==> config.mk <==
export PLATFORM = sky130hd
export DESIGN_NAME = nand_strobe_seq
export DESIGN_NICKNAME = d
export VERILOG_FILES = /design/src/rtl/nand_strobe_seq.sv
export SDC_FILE = /design/constraint.sdc
export NUM_CORES = 1
export LEC_CHECK = 0
export BUFFER_PORTS_ARGS = -buffer_cell sky130_fd_sc_hd__buf_2
export CAP_MARGIN = 20
export CELL_PAD_IN_SITES_DETAIL_PLACEMENT = 1
export CELL_PAD_IN_SITES_GLOBAL_PLACEMENT = 1
export CORE_MARGIN = 1
export CORE_UTILIZATION = 35
export CTS_BUF_LIST = sky130_fd_sc_hd__clkbuf_16
export DETAILED_ROUTE_END_ITERATION = 8
export PLACE_DENSITY_LB_ADDON = 0.1
export RECOVER_POWER = 100
export SLEW_MARGIN = 20
export SYNTH_ARGS = -nofsm -noshare
export SYNTH_HDL_FRONTEND = slang
export SYNTH_SLANG_ARGS = --single-unit
==> constraint.sdc <==
create_clock -name clk -period 5.4 [get_ports clk]
set_input_delay 1.08 -clock clk [delete_from_list [all_inputs] [get_ports clk]]
set_output_delay 1.08 -clock clk [all_outputs]
set_load 0.03 [all_outputs]
==> src/rtl/nand_strobe_seq.sv <==
module nand_strobe_seq #(
  parameter int TW = 8,
  parameter int DW = 8
) (
  input  logic            clk,
  input  logic            rst_n,
  input  logic            start,
  input  logic            is_write,
  input  logic            space_attr,
  input  logic [DW-1:0]   wdata,
  input  logic [4*TW-1:0] common_tmg,
  input  logic [4*TW-1:0] attr_tmg,
  input  logic            ready_n,
  input  logic [DW-1:0]   rd_bus,
  output logic            addr_valid,
  output logic            noe_n,
  output logic            nwe_n,
  output logic            data_oe,
  output logic [DW-1:0]   wr_bus,
  output logic [DW-1:0]   rdata,
  output logic            done,
  output logic            busy
);
  localparam int CW = TW + 1;

  typedef enum logic [1:0] {S_IDLE, S_SETUP, S_CMD, S_HOLD} st_t;
  st_t st;

  logic [4*TW-1:0] cfg;
  logic [CW-1:0]   cnt;
  logic [TW-1:0]   hiz_cnt;
  logic            wr_q;
  logic [DW-1:0]   wd_q;
  logic            rdy_s1, rdy_s2;

  wire [4*TW-1:0] sel_w  = space_attr ? attr_tmg : common_tmg;
  wire [TW-1:0]   f_wait = cfg[2*TW-1:TW];
  wire [TW-1:0]   f_hold = cfg[3*TW-1:2*TW];
  wire            accept = start && (st == S_IDLE);

  always_ff @(posedge clk or negedge rst_n)
    if (!rst_n) begin
      rdy_s1 <= 1'b1;
      rdy_s2 <= 1'b1;
    end else begin
      rdy_s1 <= ready_n;
      rdy_s2 <= rdy_s1;
    end

  always_ff @(posedge clk or negedge rst_n)
    if (!rst_n) begin
      st      <= S_IDLE;
      cfg     <= '0;
      cnt     <= '0;
      hiz_cnt <= '0;
      wr_q    <= 1'b0;
      wd_q    <= '0;
      rdata   <= '0;
      done    <= 1'b0;
    end else begin
      done <= 1'b0;
      if (hiz_cnt != '0) hiz_cnt <= hiz_cnt - 1'b1;
      case (st)
        S_IDLE:
          if (accept) begin
            st      <= S_SETUP;
            cfg     <= sel_w;
            cnt     <= {1'b0, sel_w[TW-1:0]};
            hiz_cnt <= sel_w[4*TW-1:3*TW];
            wr_q    <= is_write;
            wd_q    <= wdata;
          end
        S_SETUP:
          if (cnt == '0) begin
            st  <= S_CMD;
            cnt <= {1'b0, f_wait};
          end else
            cnt <= cnt - 1'b1;
        S_CMD:
          if (cnt != '0)
            cnt <= cnt - 1'b1;
          else if (rdy_s2) begin
            if (!wr_q) rdata <= rd_bus;
            if (wr_q && f_hold == '0) begin
              st   <= S_IDLE;
              done <= 1'b1;
            end else begin
              st  <= S_HOLD;
              cnt <= wr_q ? {1'b0, f_hold} : {1'b0, f_hold} + CW'(1);
            end
          end
        default:
          if (cnt == CW'(1)) begin
            st   <= S_IDLE;
            done <= 1'b1;
          end else
            cnt <= cnt - 1'b1;
      endcase
    end

  assign addr_valid = (st != S_IDLE);
  assign busy       = addr_valid;
  assign noe_n      = !(st == S_CMD && !wr_q);
  assign nwe_n      = !(st == S_CMD && wr_q);
  assign data_oe    = addr_valid && wr_q && (hiz_cnt == '0);
  assign wr_bus     = wd_q;

  AST_STROBE_EXCL: assert property (@(posedge clk) disable iff (!rst_n) !(!noe_n && !nwe_n));
  AST_STROBE_ADDR: assert property (@(posedge clk) disable iff (!rst_n) (!noe_n || !nwe_n) |-> addr_valid);
  AST_READY_HOLD: assert property (@(posedge clk) disable iff (!rst_n) ((!noe_n || !nwe_n) && !rdy_s2) |=> (!noe_n || !nwe_n));
  AST_READ_NO_DRIVE: assert property (@(posedge clk) disable iff (!rst_n) !noe_n |-> !data_oe);
  AST_DONE_PULSE: assert property (@(posedge clk) disable iff (!rst_n) done |=> !done);
  AST_DONE_IDLE: assert property (@(posedge clk) disable iff (!rst_n) done |-> !busy);
  AST_BUSY_STAYS: assert property (@(posedge clk) disable iff (!rst_n) (busy && !done && start && (!noe_n || !nwe_n)) |=> busy);
endmodule

==> impl_metrics.csv <==
group,metric,value,unit
synthesis,synth.area.top_cells,"dfrtp_1 (40%), mux2i_1 (9.7%), o21ai_0 (4.7%)",
floorplan,chipWidth,99.0,um
worst_setup_path,r2r_slack,2380,ps
synthesis,synth_edf_count,0,
synthesis,postSynth.asyncResetShare,1.00,
clocking,post-cts-setup-buffers,0,
clocking,ctsHoldBuffers,0,
clocking,clock_input_transition_at_the_sequential_cells_of_the_worst_setup_and_hold_paths,80,ps
floorplan,fp.dieArea,9790,um^2
floorplan,start_util,0.360,
detailed_routing,post-route-drc-count,0,
global_routing,via_count_of_the_first_global_routing_pass,2992,
final_layout,drive_above_1_share,0.258,
synthesis,avgSynthCellArea,9.82,um^2
placed_design,globalplace.congestion,0.778,
floorplan,ios,108,
final_layout,fill_cells,1089,
detailed_routing,drt_first_iter_violations,71,
timing,fin_worst_skew,8.33,ps
detailed_routing,drt-pass1-iter-count,4,
power_and_ir_drop,peakVddDrop,0.224,mV
global_routing,first_pass_grt_wire_length,14.3,mm
final_layout,antennaDiodeCount,0,
timing,timing.final.max_slew_violations,114,
timing,min_period_over_period,0.654,
clocking,clock_sinks,55,
synthesis,yosysTopAreaCell,"dfrtp_1",
detailed_routing,routed_wl,8.42,mm
worst_setup_path,worst-endpoint-required,5160,ps
status,violated_checks,"capacitance limit, slew limit",
worst_setup_path,critical_path.max_fanout,55,
global_routing,antenna_found_initial,0,
timing,setup_failing_eps_final,0,
synthesis,ys_warn_count,0,
timing,totalNegativeSetupSlack,0,ps
timing,rsz0062_at_grt,"false",
final_layout,area_delta_synth_final,19.9,%
final_layout,final_util,0.431,
synthesis,synth.yosys.seq_area_share,0.419,
worst_setup_path,buf_inv_stages_crit_path,2,
worst_setup_path,critical_path.endpoint_type,"async pin",
timing,fmaxAchievable,283,MHz
detailed_routing,detail-route-antenna-nets,0,
global_routing,grt_max_degree,58,
worst_setup_path,worst_setup_path_start_kind,"input pin",
global_routing,overall_routing_resource_usage,0.184,
worst_setup_path,slowest_delay,2090,ps
worst_setup_path,cp_data_arrival_time,3290,ps
status,outcome,"complete, but fails checks",
timing,worst_pin_slew,2980,ps
synthesis,netlist-cell-type-count,52,
job,cap_viol_max_count,2,
timing,period_minus_slack,3530,ps
synthesis,yosys.area.top_type_share,0.403,
placed_design,numPortBuffers,107,
min_path,timing.hold.worst.class,"flip-flop to flip-flop",
power_and_ir_drop,static-leakage-power,1.83,nW
power_and_ir_drop,cellPowerDensity,539,nW/um^2
timing,slew_headroom,-0.988,
synthesis,synth_nets,431,
synthesis,synth.cell_area,3290,um^2
worst_setup_path,critPathSlowestCell,"clkbuf_1",
clocking,cts_resized,0,
detailed_routing,routedWlPerCell,15.5,um
clocking,clock_tree_from_tritoncts,"built",
clocking,max-clock-path-buffers,2,
detailed_routing,detailroute.via_count,2807,
floorplan,design.core.area,9150,um^2
timing,hold_violations_final,0,
placed_design,dpl.hpwl,6.45,mm
synthesis,synth_seq_cells,55,
global_routing,grt_overflow,0,
clocking,worstSkewPairLatency,300,ps
synthesis,synth_cells,335,
synthesis,synth_ff_type,"dfrtp_1",
final_layout,final_net_count,526,
worst_setup_path,crit_type,"input pin to async pin",
floorplan,die_height,99.0,um
worst_setup_path,crit_chain,"buf_2 -> clkbuf_1",
clocking,cts-buffers-inserted,5,
clocking,cts-root-buf,"clkbuf_16",
floorplan,std_cell_rows,35,
clocking,cts_max_level,2,
worst_setup_path,timing.critical_path.max_delay_family,"buffers and inverters",
detailed_routing,post_drt_via_cell_ratio,5.18,
-- cell usage after synthesis (all sizes together) (8+ instances only) --
cell    count
nand2      41
ha         10
inv        11
a21oi      13
buf        10
dfrtp      53
xnor2       8
mux2       18
mux2i      32
nor2       14
o21ai      45
nand3       9
clkbuf     10
-- cells in the final DEF, fill, tap and decap left out, types with 2 or more instances in the layout --
cell type	n
dfrtp_1	53
a31o_2	2
nor4_1	3
dfstp_2	2
inv_6	2
clkbuf_1	23
nor3b_1	2
nor2_1	14
nand2_1	40
a21oi_1	13
o31ai_1	2
nor2b_1	5
mux2_2	10
nand2b_1	2
xor2_1	5
ha_1	10
nand3b_1	3
o21ai_0	38
buf_2	85
o21ai_1	7
o211ai_1	2
mux2i_1	32
o22ai_1	2
clkbuf_16	5
nor3_1	4
mux2_4	2
xnor2_1	8
a22oi_1	2
inv_1	11
a211oi_1	4
nand3_1	9
mux2_1	6
o22a_1	2
-- metal layers --
layer	vias up	GRT usage	wire [um]
li1	1376	-	-
met1	1347	0.239	3790
met2	79	0.317	4100
met3	5	0.0326	458
met4	0	0.0448	74
met5	-	0	0
-- final cells by class --
class	instances	area, um^2	share of cell area
multi-input combinational	249	1720	0.437
sequential	55	1380	0.349
timing repair buffer	108	512	0.130
tap	111	139	0.0352
clock buffer	5	125	0.0317
inverter	11	41.3	0.0105
clock inverter	3	26.3	0.00666
-- flip-flops by register name, summed over array words and instances (netlist names) --
name / cells
wr_q: 1
cfg: 16
rdata: 8
hiz_cnt: 8
rdy_s2: 1
done: 1
wr_bus: 8
cnt: 9
st: 2
rdy_s1: 1
-- path summary, 6_finish.rpt --
check                       endpoint  cells past startpoint  startpoint
setup / recovery           wr_bus[1]                      2       rst_n
hold / removal                rdy_s2                      0      rdy_s1
setup reg to reg              cnt[7]                      8      cnt[0]
hold reg to reg               rdy_s2                      0      rdy_s1
max in group clk             data_oe                      5  hiz_cnt[2]
min in group asynchronous    cfg[23]                      2       rst_n
-- cells by family after synthesis --
logic type / after synthesis / synth area share
compound gates: 81 / 0.144
flops: 55 / 0.419
buf+inv: 31 / 0.0456
simple gates: 95 / 0.151
fa+ha+maj: 10 / 0.0380
mux: 50 / 0.168
xor+xnor: 13 / 0.0346
-- power by group --
part	switching, mW	internal [mW]
clock network	0.163	0.177
registers	0.172	0.596
logic	0.627	0.393
-- through the flow --
| step | setup WS (ps) | hold WS (ps) | instances | instance area (um^2) | total power [mW] |
|---|---|---|---|---|---|
| after floorplan | 2400 | 345 | 335 | 3290 | 1.55 |
| after global placement | 2550 | 346 | 534 | 3870 | 1.82 |
| after detailed placement | 2510 | 351 | 534 | 3870 | 1.85 |
| after CTS | 2170 | 363 | 542 | 4020 | 2.20 |
| after global routing | 1090 | 369 | 542 | 3950 | 2.31 |
| final | 1870 | 360 | 542 | 3950 | 2.13 |
Note: power is estimated with default switching activity, not from simulation.
